==> src/rtl/hazard_ctl.sv <==
module hazard_ctl #(
  parameter int RW = 5
) (
  input  logic [RW-1:0] id_rs,
  input  logic [RW-1:0] id_rt,
  input  logic          id_branch,
  input  logic          id_taken,
  input  logic [RW-1:0] ex_rs,
  input  logic [RW-1:0] ex_rt,
  input  logic [RW-1:0] ex_rd,
  input  logic          ex_wen,
  input  logic          ex_load,
  input  logic [RW-1:0] mem_rd,
  input  logic          mem_wen,
  input  logic          mem_load,
  input  logic [RW-1:0] wb_rd,
  input  logic          wb_wen,
  output logic [1:0]    fwd_a,
  output logic [1:0]    fwd_b,
  output logic          id_fwd_a,
  output logic          id_fwd_b,
  output logic          pc_hold,
  output logic          ifid_hold,
  output logic          idex_bubble,
  output logic          ifid_flush
);
  localparam int NOPS = 2;

  logic ex_live, ex_ld_live, mem_live, wb_live;
  assign ex_live    = ex_wen && (ex_rd != '0);
  assign ex_ld_live = ex_load && ex_wen && (ex_rd != '0);
  assign mem_live   = mem_wen && (mem_rd != '0);
  assign wb_live    = wb_wen && (wb_rd != '0);

  logic [RW-1:0] ex_src [NOPS];
  logic [RW-1:0] id_src [NOPS];
  logic [1:0]    sel    [NOPS];
  logic [NOPS-1:0] idf, ld_use, br_dep;

  assign ex_src[0] = ex_rs;
  assign ex_src[1] = ex_rt;
  assign id_src[0] = id_rs;
  assign id_src[1] = id_rt;

  for (genvar i = 0; i < NOPS; i++) begin : g_op
    assign sel[i] = (mem_live && mem_rd == ex_src[i]) ? 2'b10 :
                    (wb_live  && wb_rd  == ex_src[i]) ? 2'b01 : 2'b00;
    assign ld_use[i] = ex_ld_live && ex_rd == id_src[i];
    assign br_dep[i] = id_branch &&
                       ((ex_live && ex_rd == id_src[i]) ||
                        (mem_live && mem_load && mem_rd == id_src[i]));
    assign idf[i] = id_branch && mem_live && !mem_load && mem_rd == id_src[i];
  end

  logic stall;
  assign stall = (|ld_use) || (|br_dep);

  assign fwd_a       = sel[0];
  assign fwd_b       = sel[1];
  assign id_fwd_a    = idf[0];
  assign id_fwd_b    = idf[1];
  assign pc_hold     = stall;
  assign ifid_hold   = stall;
  assign idex_bubble = stall;
  assign ifid_flush  = id_branch && id_taken && !stall;
endmodule

==> config.mk <==
export PLATFORM = sky130hd
export DESIGN_NAME = hazard_ctl
export DESIGN_NICKNAME = d
export VERILOG_FILES = /design/src/rtl/hazard_ctl.sv
export SDC_FILE = /design/constraint.sdc
export NUM_CORES = 1
export LEC_CHECK = 0
export BUFFER_PORTS_ARGS = -buffer_cell sky130_fd_sc_hd__buf_2
export CORE_MARGIN = 1.5
export CORE_UTILIZATION = 41
export DETAILED_ROUTE_END_ITERATION = 12
export GPL_ROUTABILITY_DRIVEN = 0
export GPL_TIMING_DRIVEN = 1
export PLACE_DENSITY = 0.89
export REMOVE_ABC_BUFFERS = 1
export SLEW_MARGIN = 30
export SYNTH_ARGS = -nofsm -noshare
export SYNTH_HDL_FRONTEND = slang
export SYNTH_SLANG_ARGS = --single-unit
==> constraint.sdc <==
create_clock -name vclk -period 2.65
set_clock_uncertainty 0.1 [all_clocks]
set_input_delay 0.53 -clock vclk [all_inputs]
set_output_delay 0.53 -clock vclk [all_outputs]
set_load 0.01 [all_outputs]
After elaboration in Yosys (flattened, before gate mapping)
Index checks and enable logic that the tools add are counted.
{ "word_totals": {"register_bits": 0, "inputBits": 42, "out_inout_bits": 10} }
{ "op_classes": {"muxes": 4, "eq_ne": 8, "reduce_logical": 34} }
{ "ops": {"columns": ["cell", "count"], "rows": [
  ["$eq A5 B5 Y1", 8],
  ["$logic_and A1 B1 Y1", 24],
  ["$reduce_bool A5 Y1", 3],
  ["$mux W2", 2],
  ["$reduce_or A2 Y1", 2],
  ["$logic_or A1 B1 Y1", 3],
  ["$logic_not A1 Y1", 2],
  ["$mux W1", 2]
]} }

Longest topological paths before layout
Gate-level depths: netlist (run 1).
{ "logic_depth": {"depth_word": 10, "mapped_depth": 7, "mapped_depth_nobuf": 5} }

Least setup slack after synthesis (run 1)
Ideal clock, no wire load.
{ "synth_timing": {"kind": "input port to output port", "from": "input port mem_rd[4]", "to": "output port ifid_hold", "cell_stages": 6, "arrival_ps": 1879, "slack_ps": 141, "required_time_ps": 2020, "cell_sequence": "buf_2 -> or4_4 -> o21ai_4 -> a211o_1 -> o21ai_0 -> buf_4"} }
{ "synth_via": {"elab_chain_cells": 8, "word_cells_on_any_way": 13, "cone_classes": "2 x eq/ne; 11 x reduce/logical"} }
{ "synth_rtl": {"columns": ["element", "line", "source"], "rows": [
  ["from (decl)", "13", "input logic [RW-1:0] mem_rd,"],
  ["$reduce_bool A5 Y1", "32", "assign mem_live = mem_wen && (mem_rd != '0);"],
  ["$logic_and A1 B1 Y1", "32", null],
  ["$logic_and A1 B1 Y1 (2 in a row)", "51", "(mem_live && mem_load && mem_rd == id_src[i]));"],
  ["$logic_or A1 B1 Y1", "50", "((ex_live && ex_rd == id_src[i]) ||"],
  ["$logic_and A1 B1 Y1", "49", "assign br_dep[i] = id_branch &&"],
  ["$reduce_or A2 Y1 *", "56", "assign stall = (|ld_use) || (|br_dep);"],
  ["$logic_or A1 B1 Y1 *", "56", null],
  ["to (decl)", "23", "output logic ifid_hold,"]
]} }
Every way passes the cells marked *; elsewhere a longest branch is shown, timed or not.

Final worst setup path (run 1)
{ "layout_timing": {"from": "input port mem_rd[1]", "to": "output port fwd_a[0]"} }
{ "layout_via": {"elab_chain_cells": 4, "word_cells_on_any_way": 5, "cone_classes": "1 x eq/ne; 1 x mux; 3 x reduce/logical"} }
{ "layout_rtl": {"columns": ["element", "line", "source"], "rows": [
  ["$reduce_bool A5 Y1", "32", null],
  ["$logic_and A1 B1 Y1", "32", null],
  ["$logic_and A1 B1 Y1 *", "46", "assign sel[i] = (mem_live && mem_rd == ex_src[i]) ? 2'b10 :"],
  ["$mux W2 *", "46", null],
  ["to (decl)", "18", "output logic [1:0] fwd_a,"]
]} }
Marked as above.

==> results of run 1 <==
-- layer usage --
layer	vias to the layer above	part of all wire, %	global-route usage [%]	routed length (um)
li1	355	-	-	-
met1	316	37	21.6	588
met2	30	55	36.9	875
met3	2	6.5	1.30	103
met4	0	1.3	3.87	21
met5	-	0	0	0
-- logic make-up (layout without fill, tap and decap cells) --
logic type / Yosys count / count (layout) / synth area share (%)
AO/OA/AOI/OAI: 7 / 7 / 10.0
AND/OR/NAND/NOR: 22 / 22 / 25.1
buffers and inverters: 8 / 53 / 7.75
XOR/XNOR: 40 / 40 / 57.1
-- tightest hold or removal path: stages --
cell    delay (ns)
buf_2         0.10
nor3_1        0.04
buf_2         0.13
-- power breakdown --
group | total (mW) | switching [mW] | internal (mW)
Combinational | 0.127 | 0.0640 | 0.0634
Clock | 0 | 0 | 0
Sequential | 0 | 0 | 0
-- Yosys cell counts (all sizes together) --
| master | n |
|---|---|
| nand3 | 5 |
| xor2 | 25 |
| o21ai | 3 |
| inv | 1 |
| xnor2 | 15 |
| o2111a | 1 |
| or4 | 5 |
| nand2 | 2 |
| clkbuf | 2 |
| nor4 | 4 |
| buf | 5 |
| a211o | 1 |
| nor3 | 6 |
| o221ai | 1 |
| a31oi | 1 |
-- how the worst min path moves through the flow --
stage	startpoint	to	slack (ns)	cells after the start
after floorplan	mem_load	id_fwd_a	1.01	1
after global placement	mem_load	id_fwd_a	1.23	3
after detailed placement	mem_load	id_fwd_a	1.23	3
after CTS	mem_load	id_fwd_a	1.23	3
after global routing	mem_load	id_fwd_a	1.25	3
final	mem_load	id_fwd_a	1.23	3
-- layout make-up --
class                      instances  area, um2  share of cell area, %
timing repair buffer              52        260                   30.7
inverter                           1       3.75                  0.442
multi-input combinational         69        566                   66.7
tap                               15       18.8                   2.21
-- per-stage QoR --
step | power (mW) | std cells | setup slack, ns | util, %
after floorplan | 0.0631 | 70 | 0.322 | -
final | 0.127 | 137 | 0.121 | 62.8
after detailed placement | 0.128 | 137 | 0.108 | 62.8
after CTS | 0.128 | 137 | 0.107 | 62.8
after global placement | 0.124 | 137 | 0.135 | 62.8
after global routing | 0.141 | 137 | 0.0206 | 62.8
==> results.json, run 1 <==
{
  "outcome": "completed",
  "drtIter0Drc": 6,
  "drc": 0,
  "slowest_stage": "or4_4",
  "crit_arrival_ns": 1.90,
  "placed_cell_area_um2": 848,
  "cts_hold_buf": 0,
  "grt_first_pass_wirelength_um": 2730,
  "io_pins": 52,
  "crit_end": "fwd_a[0]",
  "nets": 166,
  "startpoint": "mem_rd[1]",
  "start_util_pct": 45.4,
  "fp-row-count": 13,
  "setup_viol": 0,
  "leakagePower_nw": 0.396,
  "fin_area_um2": 848,
  "fin_crit_sh_pct": 95.5,
  "crit_family": "simple AND/OR/NAND/NOR gates",
  "first_pass_iters": 3,
  "grt_max_degree": 6,
  "fin_crit_ns": 2.53,
  "cp_cell_sequence": "buf_2 -> or4_4 -> o21ai_4 -> nor4_2 -> nor4_2 -> buf_2",
  "design.seq.count": 0,
  "synth_top_area_share_pct": 35.7,
  "drt-total-wl_um": 1590,
  "grt.total_usage_pct": 18.8,
  "worstHoldPathType": "input pin to output port",
  "syn_to_final_growth_pct": 38.4,
  "diodes": 0,
  "die_width_um": 41.7,
  "tns_ns": 0,
  "start_kind": "input pin",
  "grt_overflow_total": 0,
  "worst_pin_slew_ns": 0.277,
  "postCtsSetupRepairBufs": 0,
  "rsz0062_at_grt": "no",
  "yosysWarnings": 0,
  "cts_resized": 0,
  "synthTopCellsByArea": "xor2_1 (36%), xnor2_1 (21%), nor4_2 (8.2%), nor3_1 (4.9%), or4_1 (4.9%)",
  "critPathCaptureType": "output port",
  "hold_viol": 0,
  "die_area_mm2": 0.00174,
  "peakVddDrop_mv": 0.0663,
  "postSynthAreaPerCell_um2": 7.96,
  "postSynthCellCount": 77,
  "cp.required_ns": 2.02,
  "criticalPathCategory": "input pin to output port",
  "port_buffers": 52,
  "netlist_area_um2": 613,
  "hold_ws_ns": 1.23,
  "grt_pass1_vias": 682,
  "yosysTopAreaCell": "xor2_1",
  "nClkBuffers": 0,
  "vias": 703,
  "max_freq_mhz": 395,
  "post_drt_via_cell_ratio": 5.13,
  "core_mm2": 0.00135,
  "power_density_mw_per_mm2": 150,
  "final_cell_mix": "buf_2 (52), xor2_1 (25), xnor2_1 (15)",
  "num-fill-cells": 133,
  "drtAntennaViolNets": 0,
  "ys_types": 19,
  "timing.critical_path.buf_inv": 2,
  "antenna_found_initial": 0,
  "regArea_um2": 0,
  "final_common_cell": "buf_2",
  "crit_fanout": 5,
  "cpPeakStageDelay_ns": 0.55,
  "relSlewSlack_pct": 81.3,
  "drv_slew": 0,
  "synth.yosys.seq_area_share_pct": 0,
  "dp_hpwl_um": 1510,
  "path_depth": 6,
  "layout-drive-gt1-share_pct": 47.5,
  "maxCapViolCount": 0,
  "die_h_um": 41.7,
  "wl_per_cell_um": 11.6
}
No activity file was read; power rests on OpenSTA's default activity.
==> run 2, diff against run 1 <==
ABC_AREA = 1   (was default)
PLACE_DENSITY = 0.84   (was 0.89)
==> results.json, run 2 <==
{
  "outcome": "completed",
  "fin_crit_ns": 2.09,
  "synthTopCellsByArea": "nand2_1 (25%), xnor2_1 (19%), xor2_1 (11%), inv_1 (8.5%), nor2_1 (8.0%)",
  "setup_viol": 0,
  "post_drt_via_cell_ratio": 4.55,
  "fin_crit_sh_pct": 79.0,
  "hold_viol": 0,
  "cp.required_ns": 2.02,
  "synth_top_area_share_pct": 24.6,
  "drc": 0,
  "grt.total_usage_pct": 19.3,
  "crit_arrival_ns": 1.46,
  "hold_ws_ns": 1.28,
  "worstHoldPathType": "input pin to output port",
  "fp-row-count": 15,
  "die_area_mm2": 0.00209,
  "nets": 232,
  "yosysTopAreaCell": "nand2_1",
  "final_common_cell": "buf_2",
  "core_mm2": 0.00173,
  "pre_cts_slack_ns": 0.561,
  "drtIter0Drc": 22,
  "criticalPathCategory": "input pin to output port",
  "peakVddDrop_mv": 0.0665,
  "grt.met2_usage_pct": 39.2,
  "start_util_pct": 43.3,
  "postCtsSetupRepairBufs": 0,
  "yosysWarnings": 0,
  "design.seq.count": 0,
  "postSynthAreaPerCell_um2": 5.30,
  "drtAntennaViolNets": 0,
  "grt_use_met1_pct": 23.4,
  "leakagePower_nw": 0.624,
  "synth.yosys.seq_area_share_pct": 0,
  "grt_pass1_vias": 812,
  "power_density_mw_per_mm2": 147,
  "busiest_layer": "met2",
  "max_freq_mhz": 478,
  "drt-total-wl_um": 2040,
  "final_cell_mix": "buf_2 (52), nand2_1 (49), inv_1 (17)",
  "cts_resized": 0,
  "grt_overflow_total": 0,
  "synth.most_common_cell": "nand2_1",
  "io_pins": 52,
  "whs_endpoint": "ifid_flush",
  "regArea_um2": 0,
  "rsz0062_at_grt": "no",
  "ys_types": 18,
  "grt_first_pass_wirelength_um": 3110,
  "antenna_found_initial": 0,
  "first_pass_iters": 5,
  "grt_max_degree": 7,
  "tns_ns": 0,
  "critPathCaptureType": "output port",
  "dp_hpwl_um": 1840,
  "layout-drive-gt1-share_pct": 34.0,
  "crit_fanout": 6,
  "diodes": 0,
  "drv_slew": 0,
  "nClkBuffers": 0,
  "gr-usage-met3_pct": 0,
  "maxCapViolCount": 0,
  "vias": 970,
  "syn_to_final_growth_pct": 34.3,
  "die_h_um": 45.7,
  "fin_ws_ns": 0.556,
  "min_path_cells": 4,
  "die_width_um": 45.7,
  "netlist_area_um2": 747,
  "worst_pin_slew_ns": 0.245,
  "yosys-top-cells-count": "nand2_1 (49), inv_1 (17), nor2_1 (16), xnor2_1 (16), xor2_1 (9)",
  "wl_per_cell_um": 9.56,
  "hold_start": "id_taken",
  "postSynthCellCount": 141,
  "cts_hold_buf": 0,
  "start_kind": "input pin",
  "relSlewSlack_pct": 83.6,
  "port_buffers": 52
}
## run 2: cell types whose count changed after synthesis, moves of 6 or more
cell     change
nor2_1      +16
nand4_1      +6
xor2_1      -16
inv_1       +16
nand2_1     +47
## run 2: worst max-delay path: stages
cell	delay, ns
buf_2	0.14
xnor2_1	0.20
nand4_1	0.20
nor3_4	0.18
nor2_1	0.07
buf_2	0.14
## run 2: how the worst max path moves through the flow
stage              start          to  slack [ns]  cells past startpoint
2_1_floorplan  mem_rd[2]  ifid_flush        0.82                      9
3_3_place_gp   mem_rd[0]  ifid_flush        0.60                     11
3_5_place_dp   mem_rd[0]  ifid_flush        0.56                     11
4_1_cts        mem_rd[1]    fwd_b[0]        0.56                      6
5_1_grt        mem_rd[1]  ifid_flush        0.43                     11
6_report       mem_rd[0]    fwd_b[0]        0.56                      6
## run 2: through the flow
stage	total power, mW	util [%]	cells	cell area (um2)
2_1_floorplan	0.0800	-	136	712
3_3_place_gp	0.143	58.1	213	1000
3_5_place_dp	0.147	58.1	213	1000
4_1_cts	0.148	58.1	213	1000
5_1_grt	0.164	58.1	213	1000
6_report	0.148	58.1	213	1000
## run 2: area by class of cell
type,instances,area [um2]
Fill cell,196,723
Multi-Input combinational cell,114,629
Timing Repair Buffer,52,260
Inverter,22,82.6
Tap cell,25,31.3
## run 2: power by group
part	internal, mW	switching [mW]
clock	0	0
combinational	0.0669	0.0807
sequential	0	0
## run 2: routing by layer
metal | share of wire [%] | vias up
li1 | - | 521
met1 | 43 | 410
met2 | 52 | 35
met3 | 4.3 | 4
met4 | 1.0 | 0
met5 | 0 | -
## run 2: cell families after synthesis
logic type	share of synthesized area, %
xor+xnor	29.3
simple gates	52.6
compound gates	2.35
buf+inv	15.7
